[config.mk]
export PLATFORM = sky130hd
export DESIGN_NAME = kpd_scan_top
export DESIGN_NICKNAME = d
export VERILOG_FILES = /design/src/rtl/kpd_pkg.sv /design/src/rtl/kpd_prescaler.sv /design/src/rtl/kpd_scanner.sv /design/src/rtl/kpd_key_hold.sv /design/src/rtl/kpd_bus_if.sv /design/src/rtl/kpd_scan_top.sv
export SDC_FILE = /design/constraint.sdc
export NUM_CORES = 1
export LEC_CHECK = 0
export ABC_CLOCK_PERIOD_IN_PS = 2400
export CORE_ASPECT_RATIO = 0.5
export CORE_MARGIN = 2
export CORE_UTILIZATION = 45
export CTS_CLUSTER_DIAMETER = 120
export CTS_CLUSTER_SIZE = 8
export DETAILED_ROUTE_END_ITERATION = 10
export PLACE_DENSITY_LB_ADDON = 0.2
export SLEW_MARGIN = 10
export SYNTH_ARGS = -nofsm -noshare
export SYNTH_HDL_FRONTEND = slang
export SYNTH_SLANG_ARGS = --single-unit
[constraint.sdc]
create_clock -name clk -period 2.4 [get_ports clk]
set_input_delay 0.36 -clock clk [delete_from_list [all_inputs] [get_ports clk]]
set_output_delay 0.36 -clock clk [all_outputs]
set_load 0.01 [all_outputs]
[src/rtl/kpd_pkg.sv]
package kpd_pkg;
  localparam int unsigned NUM_ROWS = 4;
  localparam int unsigned NUM_COLS = 4;
  localparam int unsigned ROW_W    = $clog2(NUM_ROWS);
  localparam int unsigned COL_W    = $clog2(NUM_COLS);
  localparam int unsigned CODE_W   = ROW_W + COL_W;

  typedef logic [CODE_W-1:0] key_code_t;
endpackage

[src/rtl/kpd_prescaler.sv]
module kpd_prescaler #(
  parameter int unsigned DIV = 1024
) (
  input  logic clk,
  input  logic rst_n,
  output logic tick
);
  localparam int unsigned CNT_W = (DIV > 1) ? $clog2(DIV) : 1;
  localparam logic [CNT_W-1:0] LAST = CNT_W'(DIV - 1);

  logic [CNT_W-1:0] cnt_q, cnt_d;

  always_comb begin
    tick  = (cnt_q == LAST);
    cnt_d = tick ? '0 : cnt_q + 1'b1;
  end

  always_ff @(posedge clk or negedge rst_n) begin
    if (!rst_n) cnt_q <= '0;
    else        cnt_q <= cnt_d;
  end
endmodule

[src/rtl/kpd_scanner.sv]
module kpd_scanner
  import kpd_pkg::*;
(
  input  logic                clk,
  input  logic                rst_n,
  input  logic                tick,
  input  logic [NUM_ROWS-1:0] row_in,
  output logic [NUM_COLS-1:0] col_drv,
  output logic                press_evt,
  output key_code_t           press_code
);
  localparam int unsigned QW = $clog2(NUM_COLS) + 1;
  localparam logic [QW-1:0] Q_FULL = QW'(NUM_COLS - 1);

  logic [COL_W-1:0]    col_q, col_d;
  logic [NUM_ROWS-1:0] row_m_q, row_s_q;
  logic [QW-1:0]       quiet_q, quiet_d;
  logic                armed_q, armed_d;
  logic                hit;
  logic [ROW_W-1:0]    row_idx;

  // column decode
  for (genvar c = 0; c < NUM_COLS; c++) begin : g_col
    assign col_drv[c] = (col_q == COL_W'(c));
  end

  // lowest active row wins
  always_comb begin
    row_idx = '0;
    for (int r = NUM_ROWS - 1; r >= 0; r--) begin
      if (row_s_q[r]) row_idx = ROW_W'(r);
    end
  end

  always_comb begin
    hit        = |row_s_q;
    col_d      = tick ? col_q + 1'b1 : col_q;
    quiet_d    = quiet_q;
    armed_d    = armed_q;
    if (tick) begin
      if (hit) begin
        quiet_d = '0;
        armed_d = 1'b0;
      end else if (quiet_q >= Q_FULL) begin
        armed_d = 1'b1;
      end else begin
        quiet_d = quiet_q + 1'b1;
      end
    end
    press_evt  = tick & hit & armed_q;
    press_code = {row_idx, col_q};
  end

  always_ff @(posedge clk or negedge rst_n) begin
    if (!rst_n) begin
      col_q   <= '0;
      row_m_q <= '0;
      row_s_q <= '0;
      quiet_q <= Q_FULL;
      armed_q <= 1'b1;
    end else begin
      col_q   <= col_d;
      row_m_q <= row_in;
      row_s_q <= row_m_q;
      quiet_q <= quiet_d;
      armed_q <= armed_d;
    end
  end
endmodule

[src/rtl/kpd_key_hold.sv]
module kpd_key_hold
  import kpd_pkg::*;
(
  input  logic      clk,
  input  logic      rst_n,
  input  logic      press_evt,
  input  key_code_t press_code,
  input  logic      rd_clr,
  output logic      pending,
  output key_code_t key_q
);
  logic      pend_q, pend_d;
  key_code_t key_r, key_d;
  logic      key_en;

  always_comb begin
    pend_d = pend_q;
    key_en = 1'b0;
    if (pend_q) begin
      if (rd_clr) pend_d = 1'b0;
    end else if (press_evt) begin
      pend_d = 1'b1;
      key_en = 1'b1;
    end
    key_d = key_en ? press_code : key_r;
  end

  always_ff @(posedge clk or negedge rst_n) begin
    if (!rst_n) begin
      pend_q <= 1'b0;
      key_r  <= '0;
    end else begin
      pend_q <= pend_d;
      key_r  <= key_d;
    end
  end

  assign pending = pend_q;
  assign key_q   = key_r;
endmodule

[src/rtl/kpd_bus_if.sv]
module kpd_bus_if
  import kpd_pkg::*;
#(
  parameter int unsigned ADDR_W   = 8,
  parameter int unsigned DATA_W   = 8,
  parameter logic [ADDR_W-1:0] KEY_ADDR = '0
) (
  input  logic              clk,
  input  logic              rst_n,
  input  logic              bus_sel,
  input  logic              bus_rd,
  input  logic [ADDR_W-1:0] bus_addr,
  input  key_code_t         key_q,
  output logic              rd_req,
  output logic [DATA_W-1:0] bus_rdata,
  output logic              bus_ack,
  output logic              bus_oe
);
  localparam int unsigned PAD_W = DATA_W - CODE_W;

  logic              ack_q;
  logic [DATA_W-1:0] rdata_q, rdata_d;

  always_comb begin
    rd_req  = bus_sel & bus_rd & (bus_addr == KEY_ADDR);
    rdata_d = rd_req ? {{PAD_W{1'b0}}, key_q} : '0;
  end

  always_ff @(posedge clk or negedge rst_n) begin
    if (!rst_n) begin
      ack_q   <= 1'b0;
      rdata_q <= '0;
    end else begin
      ack_q   <= rd_req;
      rdata_q <= rdata_d;
    end
  end

  assign bus_ack   = ack_q;
  assign bus_oe    = ack_q;
  assign bus_rdata = rdata_q;
endmodule

[src/rtl/kpd_scan_top.sv]
module kpd_scan_top
  import kpd_pkg::*;
#(
  parameter int unsigned DIV      = 1024,
  parameter int unsigned ADDR_W   = 8,
  parameter int unsigned DATA_W   = 8,
  parameter logic [ADDR_W-1:0] KEY_ADDR = ADDR_W'(8'h40)
) (
  input  logic              clk,
  input  logic              rst_n,
  input  logic [3:0]        row_in,
  output logic [3:0]        col_drv,
  input  logic              bus_sel,
  input  logic              bus_rd,
  input  logic [ADDR_W-1:0] bus_addr,
  output logic [DATA_W-1:0] bus_rdata,
  output logic              bus_ack,
  output logic              bus_oe,
  output logic              irq
);
  logic      scan_tick;
  logic      press_evt;
  key_code_t press_code;
  key_code_t key_code;
  logic      rd_req;

  kpd_prescaler #(.DIV(DIV)) u_presc (
    .clk  (clk),
    .rst_n(rst_n),
    .tick (scan_tick)
  );

  kpd_scanner u_scan (
    .clk       (clk),
    .rst_n     (rst_n),
    .tick      (scan_tick),
    .row_in    (row_in),
    .col_drv   (col_drv),
    .press_evt (press_evt),
    .press_code(press_code)
  );

  kpd_key_hold u_hold (
    .clk       (clk),
    .rst_n     (rst_n),
    .press_evt (press_evt),
    .press_code(press_code),
    .rd_clr    (rd_req),
    .pending   (irq),
    .key_q     (key_code)
  );

  kpd_bus_if #(
    .ADDR_W  (ADDR_W),
    .DATA_W  (DATA_W),
    .KEY_ADDR(KEY_ADDR)
  ) u_bus (
    .clk      (clk),
    .rst_n    (rst_n),
    .bus_sel  (bus_sel),
    .bus_rd   (bus_rd),
    .bus_addr (bus_addr),
    .key_q    (key_code),
    .rd_req   (rd_req),
    .bus_rdata(bus_rdata),
    .bus_ack  (bus_ack),
    .bus_oe   (bus_oe)
  );
endmodule

# Yosys cells after proc, flatten, opt, wreduce, memory -nomap -nowiden
# Cells that the tools add are included.
dict set report classes {
  bitwise 4
  n_addsub 3
  order_cmp 1
  eq_ne 6
  mux 14
  reduce_logical 5
}
# cell count
set op_table {}
lappend op_table {{10-bit by 1-bit adder with 10-bit output, second input constant} 1}
lappend op_table {{10-bit == test, second input constant} 1}
lappend op_table {{10-bit 2-to-1 mux} 1}
lappend op_table {{8-bit by 7-bit == test with 1-bit output, second input constant} 1}
lappend op_table {{2-bit 2-to-1 mux} 4}
lappend op_table {{1-bit 2-to-1 mux} 6}
lappend op_table {{3-bit 2-to-1 mux} 2}
lappend op_table {{1-bit bitwise AND} 4}
lappend op_table {{2-bit == test, second input constant} 2}
lappend op_table {{4-bit 2-to-1 mux} 1}
lappend op_table {{2-bit AND reduction} 2}
lappend op_table {{4-bit OR reduction} 1}
lappend op_table {{3-bit by 1-bit adder with 3-bit output, second input constant} 1}
lappend op_table {{3-bit by 2-bit >= comparator with 1-bit output, second input constant} 1}
lappend op_table {{2-bit by 1-bit adder with 2-bit output, second input constant} 1}
lappend op_table {{2-bit by 1-bit == test with 1-bit output, second input constant} 1}
lappend op_table {{2-bit zero test} 1}
lappend op_table {{2-bit by 1-bit != test with 1-bit output, second input constant} 1}
lappend op_table {{2-bit nonzero test} 1}
dict set report totals {
  inputBits 16
  register_bits 38
}

# Logic depth before layout (Yosys ltp)
dict set report logic_depth {
  word_depth 5
  mapped_depth 6
}

# Cells and area by module
# A second synthesis with hierarchy kept.
dict set report unflattened {
  hier_cells 127
  area_unflattened_um2 1557.7
}
# mod seq_area_each_um2 area_each_um2 cells_each instances
set by_module_without_submodules {}
lappend by_module_without_submodules {kpd_scanner 354.1 600.6 50 1}
lappend by_module_without_submodules {kpd_prescaler 250.2 473.0 42 1}
lappend by_module_without_submodules {kpd_bus_if 125.1 276.5 23 1}
lappend by_module_without_submodules {kpd_key_hold 125.1 207.7 12 1}

# Worst setup path after synthesis
# Ideal clock, no wire load.
dict set report synth_path {
  path_type {flip-flop to flip-flop}
  from {register u_presc.cnt_q[0]}
  to {register u_hold.key_r[0] (netlist: u_hold.key_q[0])}
  stages_incl_launch_ff 6
  path_buffers 0
  t_arrival_ns 1.532
  period_less_slack_ns 1.657
  required_ns 2.275
  slack_ns 0.743
  setup_time_ns 0.125
  cell_sequence {dfrtp_1 -> ha_1 -> and4_1 -> nand3_1 -> nor2_1 -> mux2_2}
}
dict set report synth_via {
  elab_chain_cells 5
}
# element line
set synth_rtl {}
lappend synth_rtl {{start: declaration} kpd_prescaler.sv:11} ;# logic [CNT_W-1:0] cnt_q, cnt_d;
lappend synth_rtl {{start signal: assignment} kpd_prescaler.sv:20} ;# else cnt_q <= cnt_d;
lappend synth_rtl {{10-bit == test} kpd_prescaler.sv:14} ;# tick = (cnt_q == LAST);
lappend synth_rtl {{1-bit bitwise AND (2 in a row)} kpd_scanner.sv:50} ;# press_evt = tick & hit & armed_q;
lappend synth_rtl {{1-bit 2-to-1 mux} kpd_key_hold.sv:21} ;# end else if (press_evt) begin
lappend synth_rtl {{1-bit 2-to-1 mux} kpd_key_hold.sv:19} ;# if (pend_q) begin
lappend synth_rtl {{end signal: assignment} kpd_key_hold.sv:34} ;# key_r <= key_d;
lappend synth_rtl {{end: declaration} kpd_key_hold.sv:13} ;# key_code_t key_r, key_d;
# Every way passes these cells.
# A chain may end at the register's enable or synchronous reset.

# Worst setup path after layout
dict set report layout_path {
  from {register u_presc.cnt_q[0]}
  to {register u_hold.key_r[2] (netlist: u_hold.key_q[2])}
}
# The elaborated chain is that of the path after synthesis.

==> flow_summary.ini <==
[place]
port-buffer-count = 26
gp_congestion = 0.779
detailedPlace.worstSlack_ps = 404
post_dp_hpwl_um = 1550

[critical_path]
worst_path_arrival_ps = 2100
criticalPathCategory = flop to flop
timing.critical_path.to_type = flop
worst_ep_required_time_ps = 2570
worst_setup_path_start_kind = flop
peak_fanout_along_the_critical_path = 7

[layout]
drive_above_1_share_pct = 11.3
n_fill_cell = 266
nNetsFinal = 172
area_of_all_sequential_standard_cells_um2 = 855
multi_input_comb_area_um2 = 508
antenna-diode-count = 0
area_growth_syn_to_layout_pct = 26.2

[global_route]
globalRoute.totalOverflow = 0
grt_pass1_wl_um = 3840
grt_use_total_pct = 14.1
antenna_violations_before_repair = 0
pin_count_of_the_biggest_net_entering_global_routing = 35
first_global_vias = 891

[die]
die-height_um = 43.8
start_util_pct = 47.3
core_region_area_um2 = 3010
dieWidth_um = 83.6
dieArea_um2 = 3660
rows = 14
num_io_pins = 31

[drt]
detail_route.wirelength_um = 2190
met2_length_um = 939
met1_length_um = 1040
routedWlPerCell_um = 11.5
drt_iter0_markers = 57
routed-wl-met3_um = 182
detail-route-antenna-nets = 0
num_vias = 916
dr.max_layer_used = met4
detail_route.drc_violations = 0
detail_route.first_pass.iterations = 3
routed_via_density = 4.82

[logic_synthesis]
asyncSetResetFlopFracSynth_pct = 100
synth_area_um2 = 1430
synth_enable_flop_cells = 0
yosys.cell_types.count = 32
post_synth_inst_count = 119
synth-main-ff-cell = dfrtp_1
synthesis.area_per_instance_um2 = 12.0
ys_ff_latch = 34
yosys_warnings = 0
synth-seq-area-share_pct = 60.0

[timing]
min_period_ps = 1930
slew_violations = 0
unrepaired_setup_endpoints_after_global_routing = no
timing.hold.ws_ps = 346
worst_clock_skew_ps = 6.34
totalNegativeSetupSlack_ps = 0
finalHoldViolations = 0
post_layout_worst_setup_margin_ps = 473
timing.final.crit_share_pct = 80.3
setup_violations = 0
max_freq_mhz = 519

[power_and_ir_drop]
leakage_nw = 0.796
power.density_cell_area_nw_per_um2 = 588
worst_case_vdd_ir_drop_uv = 280
p_total_w = 0.00106

[clocking]
cts_hold_buf = 0
htree_num_levels = 2
tritoncts_num_sinks = 34
longest_clk_path_bufs = 2
tritoncts = built
clk_root_buffer_cell = clkbuf_8
worstSkewPairLatency_ps = 280
clkTransAtPathRegs_ps = 70
cts_resized = 0
cts_made_buffers = 5
post_cts.repair.setup_buffers = 0

[run]
max_cap_viol_count = 0

[worst_hold_path]
min_path_type = flop to flop

[outcome]
outcome = completed
## Yosys cell counts, types with 2 or more instances
library cell,count,area [um^2]
nand2_1,5,18.8
nor2_1,9,33.8
inv_1,7,26.3
mux2_2,3,33.8
o21ai_0,4,20.0
and4_1,2,17.5
nor2b_1,2,12.5
a31oi_1,2,12.5
and2_1,5,31.3
xnor2_1,6,52.6
dfrtp_1,31,776
buf_4,5,37.5
dfstp_2,3,78.8
ha_1,7,87.6
xor2_1,2,17.5
buf_2,2,10.0
o21ai_1,2,10.0
a21oi_1,4,20.0
nand3_1,5,25.0
## through the flow
step	instance area [um^2]	util [%]	instances
floorplan	1440	-	122
global placement	1710	56.6	182
detailed placement	1710	56.6	182
CTS	1800	59.7	190
global route	1800	59.7	190
finish	1800	59.7	190
## report_power, final
group	internal, W	switching [W]
logic	0.0000265	0.0000200
registers	0.000581	0.00000315
clock network	0.000231	0.000195
total	0.000839	0.000218
## layout make-up
class | count | share of cell area [%]
Clock buffer | 7 | 4.80
Inverter | 7 | 1.46
Tap cell | 40 | 2.78
Multi-Input combinational cell | 74 | 28.3
Sequential cell | 34 | 47.5
Clock inverter | 1 | 0.278
Timing Repair Buffer | 27 | 14.9
## logic make-up (layout without fill, tap and decap cells)
group / Yosys count / count (layout) / share of synthesized area (%)
AND/OR/NAND/NOR: 36 / 36 / 14.6
flip-flops: 34 / 34 / 60.0
AO/OA/AOI/OAI: 16 / 16 / 6.59
buffers and inverters: 14 / 42 / 5.18
XOR/XNOR: 8 / 8 / 4.92
adder cells (fa/ha/maj): 7 / 7 / 6.15
multiplexers: 3 / 3 / 2.37
other: 1 / 4 / 0.263
## per-layer routing
layer	track usage [%]	up-vias
met1	16.9	430
met4	7.74	0
met5	0	-
met2	21.3	24
met3	7.24	5
li1	-	457
## final timing paths
kind / from / endpoint / slack (ps) / cells after the start
max reg2reg: u_presc.cnt_q[0] / u_hold.key_q[2] / 470 / 5
min in group asynchronous: rst_n / u_presc.cnt_q[0] / 480 / 2
max in group asynchronous: rst_n / u_scan.quiet_q[1] / 1590 / 2
max: u_presc.cnt_q[0] / u_hold.key_q[2] / 470 / 5
min: u_scan.row_m_q[1] / u_scan.row_s_q[1] / 350 / 0
min reg2reg: u_scan.row_m_q[1] / u_scan.row_s_q[1] / 350 / 0
## state kept, by name, summed over array words and instances, names as in the netlist
register	count
u_presc.cnt_q	10
u_bus.bus_rdata	4
u_hold.key_q	4
u_scan.row_m_q	4
u_scan.row_s_q	4
u_scan.quiet_q	3
u_scan.col_q	2
u_bus.bus_ack	1
u_hold.pending	1
u_scan.armed_q	1
## cells in the final DEF (no fill, tap or decap), drive strengths merged
cell type	instances
o31a	1
and3	1
buf	1
and4	2
a21oi	4
a22o	1
nand2	5
nor2b	2
clkbuf	7
or4	1
clkdlybuf4s50	26
and2	5
nor2	9
nand4	1
nor4	1
dfstp	3
or4b	1
mux2	3
or2	1
o21ai	6
dfrtp	31
inv	7
a211oi	1
xnor2	6
conb	4
nand3	5
ha	7
a31oi	2
nor3	1
o22ai	1
or3	1
xor2	2
clkinv	1
## worst max-delay path: stages (launching register included)
cell,delay [ps]
dfrtp_1,400
ha_1,230
and4_1,290
nand3_1,250
nor2_1,290
mux2_2,360
Power figures use the tool's default switching activity.
